### config.mk
export PLATFORM = sky130hd
export DESIGN_NAME = doorbell_irq_regs
export DESIGN_NICKNAME = d
export VERILOG_FILES = /design/src/rtl/dbr_pkg.sv /design/src/rtl/dbr_regfile.sv /design/src/rtl/dbr_ring.sv /design/src/rtl/dbr_event.sv /design/src/rtl/doorbell_irq_regs.sv
export SDC_FILE = /design/constraint.sdc
export NUM_CORES = 1
export LEC_CHECK = 0
export BUFFER_PORTS_ARGS = -buffer_cell sky130_fd_sc_hd__buf_4
export CAP_MARGIN = 10
export CORE_MARGIN = 3
export CORE_UTILIZATION = 41
export DETAILED_ROUTE_END_ITERATION = 12
export PLACE_DENSITY = 0.63
export SETUP_SLACK_MARGIN = 0.05
export SLEW_MARGIN = 25
export SYNTH_ARGS = -nofsm -noshare
export SYNTH_HDL_FRONTEND = slang
export SYNTH_HIERARCHICAL = 1
export SYNTH_SLANG_ARGS = --single-unit
export TNS_END_PERCENT = 30
### constraint.sdc
create_clock -name clk_i -period 3.47 [get_ports clk_i]
set_input_delay 0.347 -clock clk_i [delete_from_list [all_inputs] [get_ports clk_i]]
set_output_delay 0.347 -clock clk_i [all_outputs]
set_load 0.01 [all_outputs]
### src/rtl/dbr_pkg.sv
package dbr_pkg;
  localparam int unsigned ADDR_W = 8;
  localparam int unsigned DATA_W = 32;
  localparam int unsigned ID_W   = 16;
  localparam int unsigned DBV_W  = 8;

  localparam logic [ADDR_W-1:0] OFF_MASK = 8'h00;
  localparam logic [ADDR_W-1:0] OFF_STAT = 8'h04;
  localparam logic [ADDR_W-1:0] OFF_LID  = 8'h08;
  localparam logic [ADDR_W-1:0] OFF_RING = 8'h0C;

  typedef struct packed {
    logic              rd;
    logic              wr;
    logic [ADDR_W-1:0] off;
  } acc_t;
endpackage

### src/rtl/dbr_regfile.sv
module dbr_regfile
  import dbr_pkg::*;
(
  input  logic              clk_i,
  input  logic              rst_ni,
  input  acc_t              acc_i,
  input  logic [DATA_W-1:0] wdata_i,
  input  logic [ID_W-1:0]   lid_i,
  input  logic              evt_set_i,
  output logic [DATA_W-1:0] mask_o,
  output logic [DATA_W-1:0] stat_o,
  output logic [DATA_W-1:0] rdata_o
);
  logic [DATA_W-1:0] mask_q, stat_q, rdata_q, rd_mux;

  always_comb begin
    unique case (acc_i.off)
      OFF_MASK: rd_mux = mask_q;
      OFF_STAT: rd_mux = stat_q;
      OFF_LID:  rd_mux = DATA_W'(lid_i);
      default:  rd_mux = '0;
    endcase
  end

  always_ff @(posedge clk_i or negedge rst_ni) begin
    if (!rst_ni) begin
      mask_q  <= '0;
      stat_q  <= '0;
      rdata_q <= '0;
    end else begin
      if (acc_i.wr && acc_i.off == OFF_MASK) mask_q <= wdata_i;
      // event write of 1 wins over bus write and read-clear
      if (evt_set_i)                              stat_q <= DATA_W'(1);
      else if (acc_i.wr && acc_i.off == OFF_STAT) stat_q <= wdata_i;
      else if (acc_i.rd && acc_i.off == OFF_STAT) stat_q <= '0;
      if (acc_i.rd) rdata_q <= rd_mux;
    end
  end

  assign mask_o  = mask_q;
  assign stat_o  = stat_q;
  assign rdata_o = rdata_q;
endmodule

### src/rtl/dbr_ring.sv
module dbr_ring
  import dbr_pkg::*;
#(
  parameter int unsigned MAX_PEERS = 8,
  parameter int unsigned PIDX_W    = 3
) (
  input  logic              clk_i,
  input  logic              rst_ni,
  input  acc_t              acc_i,
  input  logic [DATA_W-1:0] wdata_i,
  input  logic [ID_W-1:0]   num_peers_i,
  input  logic              tbl_we_i,
  input  logic [PIDX_W-1:0] tbl_idx_i,
  input  logic [DBV_W-1:0]  tbl_nvec_i,
  output logic              ring_o,
  output logic [ID_W-1:0]   ring_peer_o,
  output logic [DBV_W-1:0]  ring_vec_o
);
  logic [DBV_W-1:0] lim_q [MAX_PEERS];

  for (genvar g = 0; g < MAX_PEERS; g++) begin : g_tbl
    always_ff @(posedge clk_i or negedge rst_ni) begin
      if (!rst_ni)                                         lim_q[g] <= '0;
      else if (tbl_we_i && tbl_idx_i == PIDX_W'(g))        lim_q[g] <= tbl_nvec_i;
    end
  end

  logic [ID_W-1:0]  dest;
  logic [DBV_W-1:0] vec, lim;
  logic             in_tbl, hit;

  assign dest   = wdata_i[31:16];
  assign vec    = wdata_i[7:0];
  assign in_tbl = 32'(dest) < MAX_PEERS;
  assign lim    = in_tbl ? lim_q[dest[PIDX_W-1:0]] : '0;
  assign hit    = acc_i.wr && acc_i.off == OFF_RING && dest < num_peers_i
                  && in_tbl && vec < lim;

  always_ff @(posedge clk_i or negedge rst_ni) begin
    if (!rst_ni) begin
      ring_o      <= 1'b0;
      ring_peer_o <= '0;
      ring_vec_o  <= '0;
    end else begin
      ring_o <= hit;
      if (hit) begin
        ring_peer_o <= dest;
        ring_vec_o  <= vec;
      end
    end
  end
endmodule

### src/rtl/dbr_event.sv
module dbr_event #(
  parameter int unsigned NUM_VEC = 8,
  parameter int unsigned VEC_W   = 3
) (
  input  logic               clk_i,
  input  logic               rst_ni,
  input  logic               evt_i,
  input  logic [VEC_W-1:0]   evt_vec_i,
  input  logic               msg_mode_i,
  input  logic               msg_en_i,
  input  logic [NUM_VEC-1:0] vec_mask_i,
  output logic               stat_set_o,
  output logic               msg_req_o,
  output logic [VEC_W-1:0]   msg_vec_o,
  output logic [NUM_VEC-1:0] pend_o
);
  logic [NUM_VEC-1:0] pend_q, pend_nxt, ready;
  logic [VEC_W-1:0]   sel;
  logic               any, deliver, evt_masked, fire;

  assign deliver    = msg_mode_i && msg_en_i;
  assign stat_set_o = evt_i && !deliver;
  assign evt_masked = vec_mask_i[evt_vec_i];
  assign ready      = pend_q & ~vec_mask_i;
  assign any        = |ready;

  always_comb begin
    sel = '0;
    for (int i = NUM_VEC - 1; i >= 0; i--) begin
      if (ready[i]) sel = VEC_W'(i);
    end
  end

  always_comb begin
    pend_nxt = pend_q;
    if (deliver) begin
      if (evt_i && evt_masked) pend_nxt[evt_vec_i] = 1'b1;
      else if (!evt_i && any)  pend_nxt[sel] = 1'b0;
    end
  end

  assign fire = deliver && (evt_i ? !evt_masked : any);

  always_ff @(posedge clk_i or negedge rst_ni) begin
    if (!rst_ni) begin
      pend_q    <= '0;
      msg_req_o <= 1'b0;
      msg_vec_o <= '0;
    end else begin
      pend_q    <= pend_nxt;
      msg_req_o <= fire;
      if (fire) msg_vec_o <= evt_i ? evt_vec_i : sel;
    end
  end

  assign pend_o = pend_q;
endmodule

### src/rtl/doorbell_irq_regs.sv
module doorbell_irq_regs
  import dbr_pkg::*;
#(
  parameter  int unsigned MAX_PEERS = 8,
  parameter  int unsigned NUM_VEC   = 8,
  localparam int unsigned PIDX_W    = $clog2(MAX_PEERS),
  localparam int unsigned VEC_W     = $clog2(NUM_VEC)
) (
  input  logic               clk_i,
  input  logic               rst_ni,
  input  logic               req_i,
  input  logic               we_i,
  input  logic [7:0]         addr_i,
  input  logic [31:0]        wdata_i,
  output logic [31:0]        rdata_o,
  input  logic [15:0]        local_id_i,
  input  logic [15:0]        num_peers_i,
  input  logic               tbl_we_i,
  input  logic [PIDX_W-1:0]  tbl_idx_i,
  input  logic [7:0]         tbl_nvec_i,
  output logic               ring_o,
  output logic [15:0]        ring_peer_o,
  output logic [7:0]         ring_vec_o,
  input  logic               evt_i,
  input  logic [VEC_W-1:0]   evt_vec_i,
  input  logic               msg_mode_i,
  input  logic               msg_en_i,
  input  logic [NUM_VEC-1:0] vec_mask_i,
  output logic               msg_req_o,
  output logic [VEC_W-1:0]   msg_vec_o,
  output logic [NUM_VEC-1:0] pend_o,
  output logic               irq_o
);
  acc_t              acc;
  logic [DATA_W-1:0] mask_w, stat_w;
  logic              stat_set;

  // full-offset compare rejects unaligned addresses
  assign acc.rd  = req_i && !we_i;
  assign acc.wr  = req_i && we_i;
  assign acc.off = addr_i;

  dbr_regfile u_regs (
    .clk_i     (clk_i),
    .rst_ni    (rst_ni),
    .acc_i     (acc),
    .wdata_i   (wdata_i),
    .lid_i     (local_id_i),
    .evt_set_i (stat_set),
    .mask_o    (mask_w),
    .stat_o    (stat_w),
    .rdata_o   (rdata_o)
  );

  dbr_ring #(.MAX_PEERS(MAX_PEERS), .PIDX_W(PIDX_W)) u_ring (
    .clk_i       (clk_i),
    .rst_ni      (rst_ni),
    .acc_i       (acc),
    .wdata_i     (wdata_i),
    .num_peers_i (num_peers_i),
    .tbl_we_i    (tbl_we_i),
    .tbl_idx_i   (tbl_idx_i),
    .tbl_nvec_i  (tbl_nvec_i),
    .ring_o      (ring_o),
    .ring_peer_o (ring_peer_o),
    .ring_vec_o  (ring_vec_o)
  );

  dbr_event #(.NUM_VEC(NUM_VEC), .VEC_W(VEC_W)) u_evt (
    .clk_i      (clk_i),
    .rst_ni     (rst_ni),
    .evt_i      (evt_i),
    .evt_vec_i  (evt_vec_i),
    .msg_mode_i (msg_mode_i),
    .msg_en_i   (msg_en_i),
    .vec_mask_i (vec_mask_i),
    .stat_set_o (stat_set),
    .msg_req_o  (msg_req_o),
    .msg_vec_o  (msg_vec_o),
    .pend_o     (pend_o)
  );

  assign irq_o = !msg_mode_i && |(mask_w & stat_w);
endmodule

# Word-level counts from Yosys, hierarchy flattened

Cells that the tools add are included.

Register bits after elaboration: 197
Input port bits: 102
Output and inout port bits: 70
Logic and storage cells: 105

Order comparisons: 8
Equality and inequality tests: 10
Multiplexer cells: 26
Bitwise logic cells: 7
Reductions and logical operators: 37

Operators by type and width:

| kind                                                         | number |
|---|---|
| two-way mux 32 bit                                           | 3 |
| one-hot mux 32 bit (3 select lines)                          | 1 |
| two-way mux 8 bit                                            | 5 |
| bitwise AND 32 bit                                           | 1 |
| OR reduction 32 bit                                          | 1 |
| two-way mux 3 bit                                            | 9 |
| logical AND 1 bit                                            | 25 |
| binary-select mux 8 bit (select 3 bit)                       | 1 |
| bitwise AND 8 bit                                            | 2 |
| == test 8 x 4 -> 1 bit (second input constant)               | 2 |
| less-than comparator 16 bit                                  | 1 |
| less-than comparator 16 x 4 -> 1 bit (second input constant) | 1 |
| inverter 8 bit                                               | 2 |
| == test 3 bit (second input constant)                        | 4 |
| == test 8 x 3 -> 1 bit (second input constant)               | 1 |
| logical NOT 8 bit                                            | 1 |
| less-than comparator 3 x 4 -> 1 bit (second input constant)  | 2 |
| less-than comparator 8 bit                                   | 1 |
| OR 8 bit                                                     | 1 |
| OR reduction 8 bit                                           | 1 |
| demux 1 bit (select 3 bit)                                   | 2 |
| == test 3 x 2 -> 1 bit (second input constant)               | 2 |
| >= comparator 3 x 1 -> 1 bit (second input constant)         | 2 |
| logical NOT 1 bit                                            | 5 |
| 9 further kinds                                              | 12 |

# Logic depth before layout (Yosys ltp)

Depth after elaboration: 18
Mapped depth: 13
Gate-level depth less buffers: 10

# Hierarchy

The synthesis kept the hierarchy.

Modules (own cells, without submodules):

| module            | instances | cells an instance | area each (um^2) | sequential area each (um^2) |
|---|---|---|---|---|
| dbr_ring          | 1         | 317               | 4425.5           | 2227.1 |
| dbr_regfile       | 1         | 311               | 4047.6           | 2402.3 |
| dbr_event         | 1         | 86                | 767.0            | 300.3 |
| doorbell_irq_regs | 1         | 24                | 177.7            | 0.0 |

# Least setup slack after synthesis

No wires, ideal clock.

Path type: input to register
Start point: in wdata_i[16]
End point: reg u_ring.ring_vec_o[0]
Setup time: 0.125 ns
Arrival time: 3.571 ns
Data required time: 3.345 ns
Setup slack: -0.226 ns
Stages on the path: 13
Buffers on the path: 3
Cell sequence: buf_2 > buf_2 > mux4_2 > mux2i_1 > or2_2 > ha_1 > a22oi_1 > nand4_1 > a2111oi_0 > nand3_1 > a311oi_4 > buf_6 > mux2_4

Longest elaborated chain between the ends: 7
Elaborated cells on any way between the ends: 11
Those cells by class: order compare (3); mux (4); bitwise (1); reduce/logical (3)

RTL lines:

| item                                                                                         | line                    | source |
|---|---|---|
| from (decl)                                                                                  | doorbell_irq_regs.sv:14 | `input logic [31:0] wdata_i,` |
| parallel branches: the longest is 6 deep, another holds less-than comparator 16 x 4 -> 1 bit | n/a                     |  |
| logical AND 1 bit (*)                                                                        | dbr_ring.sv:37          | `&& in_tbl && vec < lim;` |
| to (signal assigned)                                                                         | dbr_ring.sv:48          | `ring_vec_o <= vec;` |
| to (decl)                                                                                    | dbr_ring.sv:17          | `output logic [DBV_W-1:0] ring_vec_o` |

Every way passes the cells marked *. The select of a mux whose other input is x is not followed.
A chain may end at the register's enable or synchronous reset.

# Worst setup path after layout

Start point: reg u_ring/lim_q[15] (netlist bit)
End point: reg u_ring.ring_peer_o[2]

Longest elaborated chain between the ends: 6

RTL lines:

| item                                                  | line           | source |
|---|---|---|
| from (decl)                                           | dbr_ring.sv:19 | `logic [DBV_W-1:0] lim_q [MAX_PEERS];` |
| from (signal, indexed assignment)                     | dbr_ring.sv:24 | `else if (tbl_we_i && tbl_idx_i == PIDX_W'(g)) lim_q[g] <= tbl_nvec_i;` |
| binary-select mux 8 bit (select 3 bit)                | dbr_ring.sv:35 | `assign lim = in_tbl ? lim_q[dest[PIDX_W-1:0]] : '0;` |
| two-way mux 8 bit (implied by the code) (2 in series) | dbr_ring.sv:35 |  |
| two-way mux 8 bit                                     | dbr_ring.sv:35 |  |
| less-than comparator 8 bit                            | dbr_ring.sv:37 |  |
| logical AND 1 bit                                     | dbr_ring.sv:37 |  |
| to (signal assigned)                                  | dbr_ring.sv:47 | `ring_peer_o <= dest;` |
| to (decl)                                             | dbr_ring.sv:16 | `output logic [ID_W-1:0] ring_peer_o,` |

No other way between the ends. The select of a mux whose other input is x is not followed.

==> out/qor.txt <==
Status: complete, no violations
TritonCTS Sinks: 197
Antenna Violating Nets Remaining: 0
DRT iter0 DRCs: 374
Hold Crit Depth: 2
Area of the multi-input gates: 4160 um2
Setup ws final: 231 ps
Crit-path max FO: 15
Pint: 3.95 mW
Die area: 24800 um2
Port buffer count: 171
RSZ-0062 raised after global routing: no
Number of global-route vias before repair: 6836
Pre-CTS setup slack: -86.7 ps
CP startpoint kind: register
R2R depth: 11
Drt first pass iters: 5
Die Y: 158 um
Comb pwr share: 15.9%
# IOs: 172
Critical Path AT: 3560 ps
Global-route wire length before repair: 38.2 mm
Avg Cell Area, Syn: 12.8 um2
Pwr/cell area: 466 nW/um2
Clock Latency Late Sink: 440 ps
Sw Share: 27.7%
Fraction of registers with async set or reset after synthesis: 100%
Commonest cells after routing, fill and taps aside: 197 x dfrtp_1, 189 x buf_4, 99 x mux2_2
Routability cong.: 0.833
Sw Pwr: 1.51 mW
Overflow after GRT: 0
Post-CTS Setup Repair Bufs: 0
Most common cell after layout, fill and taps aside: dfrtp_1
Worst clock skew: 10.0 ps
Synth Flop Type: dfrtp_1
Pin count of the biggest net entering global routing: 85
Worst-path clk slew: 80 ps
Max-cap violation count: 0
Routed wire length: 24.8 mm
Layout cells sized above 1: 40.3%
EDFF count, synth: 0
Worst IR drop on VDD: 0.303 mV
Syn Nets: 862
CP endpoint kind: register
Number of CTS-inserted buffers: 17
DIE WIDTH: 158 um
Vias per cell: 5.52
Synth warn: 6
CP Class: register to register
DRC: 0
Via count: 6661
Count of cell types in the netlist: 53
Initial antenna violation count: 0
Pins Over Slew Limit: 0
CTS tree: yes
Core Region: 22200 um2
GR Util All Layers: 20.1%
Number of fillers in the final layout: 1962
P_leak: 5.57 nW
HP Class: primary input to register
H-tree lvl count: 4
Required time of the critical path: 3790 ps
Register Area: 4930 um2
Sequential area share after synthesis: 52.3%
Part of the cycle the worst path needs: 93.3%
CTS Buffer Depth: 2
Worst slew pin tran: 1050 ps
Starting density of the core: 42.4%
Mapped Cells: 738
Achievable Freq: 0.309 GHz
Clock power frac: 35.8%
Minimum clock period: 3240 ps
Max_slew headroom: 29.7%
# diodes: 0
Hold Slack: 136 ps
Area growth syn-to-layout: 24.4%
Synth Cell Area: 9420 um2
DP HPWL: 17.8 mm
Nets@finish: 1037
Clk root buf: clkbuf_16
Routed length per instance: 20.6 um
Sequential group share of total power: 48.3%
Final Hold Violating Endpoints: 0
Endpoints failing setup: 0
Yosys reg bits: 197
Std-Cell Rows: 54
critical path, stage by stage, from the launching register on:
cell	delay [ps]
dfrtp_1	380
mux4_2	460
mux2i_1	190
or2_2	140
ha_1	220
a22oi_1	160
nand4_1	140
a2111oi_2	360
nand3_1	170
a311oi_4	340
buf_12	200
mux2_2	340
cells by family after synthesis:
| logic type | count (synthesis) | share of synthesized area (%) |
|---|---|---|
| simple gates | 124 | 7.92 |
| flops | 197 | 52.3 |
| fa+ha+maj | 22 | 2.92 |
| buf+inv | 88 | 3.88 |
| mux | 168 | 21.9 |
| compound gates | 139 | 11.1 |
stage by stage:
stage	total power [mW]	TNS (ps)	instance area, um2	instances	utilization, %
6_report	5.46	0	11700	1206	52.7
2_1_floorplan	3.16	0	9440	738	-
3_5_place_dp	3.55	-706	11100	1173	50.0
5_1_grt	5.72	0	11700	1206	52.7
4_1_cts	5.52	0	11700	1206	52.7
3_3_place_gp	3.53	-113	11100	1173	50.0
sequential cells by signal, indices dropped and copies added (netlist names):
signal              count
u_evt/msg_req_o         1
u_evt/msg_vec_o         3
u_evt/pend_o            8
u_regs/mask_o          32
u_regs/rdata_o         32
u_regs/stat_o          32
u_ring/lim_q           64
u_ring/ring_o           1
u_ring/ring_peer_o     16
u_ring/ring_vec_o       8
layout make-up:
cell class                 instances  share of cell area, %
multi-input combinational        453                   35.5
clock inverter                    15                   1.37
tap                              280                   2.99
sequential                       197                   42.1
timing repair buffer             194                   12.8
clock buffer                      17                   3.63
inverter                          50                   1.60
routing by layer:
layer	track usage, %	share of wire, %
met4	5.45	1.3
met3	3.52	4.5
met1	27.1	45
met2	33.7	49
met5	0	0
synth_stat cells (5+ instances only):
library cell  count  area [um2]
nor2_1           22        82.6
dfrtp_1         197        4930
a2bb2oi_1        16         140
nand4_1          11        68.8
nand3_1           9        45.0
inv_1            50         188
mux2_1            5        56.3
a22o_1           31         272
a22oi_1          16         120
mux2i_1          40         400
buf_2            16        80.1
mux2_2           99        1110
nor3_1            5        25.0
mux4_2           17         383
nor2b_1          27         169
ha_1             22         275
mux2_4            7         105
a21oi_1          19        95.1
clkbuf_1         16        60.1
nand2b_1          7        43.8
o22ai_1          32         200
or2_2             8        50.1
nand2_1          12        45.0
power groups by stage:
stage          Clock, mW  Sequential (mW)  Combinational (mW)
5_1_grt             2.10             2.67               0.952
3_5_place_dp           0             2.68               0.868
4_1_cts             2.01             2.64               0.873
3_3_place_gp           0             2.68               0.854
6_report            1.95             2.64               0.869
2_1_floorplan          0             2.66               0.496
path summary, 6_finish.rpt:
check	startpoint	endpoint	slack, ps
setup reg to reg	u_ring/lim_q[15]	u_ring/ring_peer_o[2]	230
min in group asynchronous	rst_ni	u_regs/rdata_o[12]	520
max in group asynchronous	rst_ni	u_ring/lim_q[63]	1980
hold reg to reg	u_ring/ring_peer_o[8]	u_ring/ring_peer_o[8]	500
hold / removal	wdata_i[8]	u_regs/stat_o[8]	140
setup / recovery	u_ring/lim_q[15]	u_ring/ring_peer_o[2]	230
what timing repair did:
action	CTS	global route
endpoints found under the setup margin	0	1
endpoints found under the hold margin	82	0
resized for setup	0	1
hold buffers	1	0
Note: power is estimated with default switching activity, not from simulation.
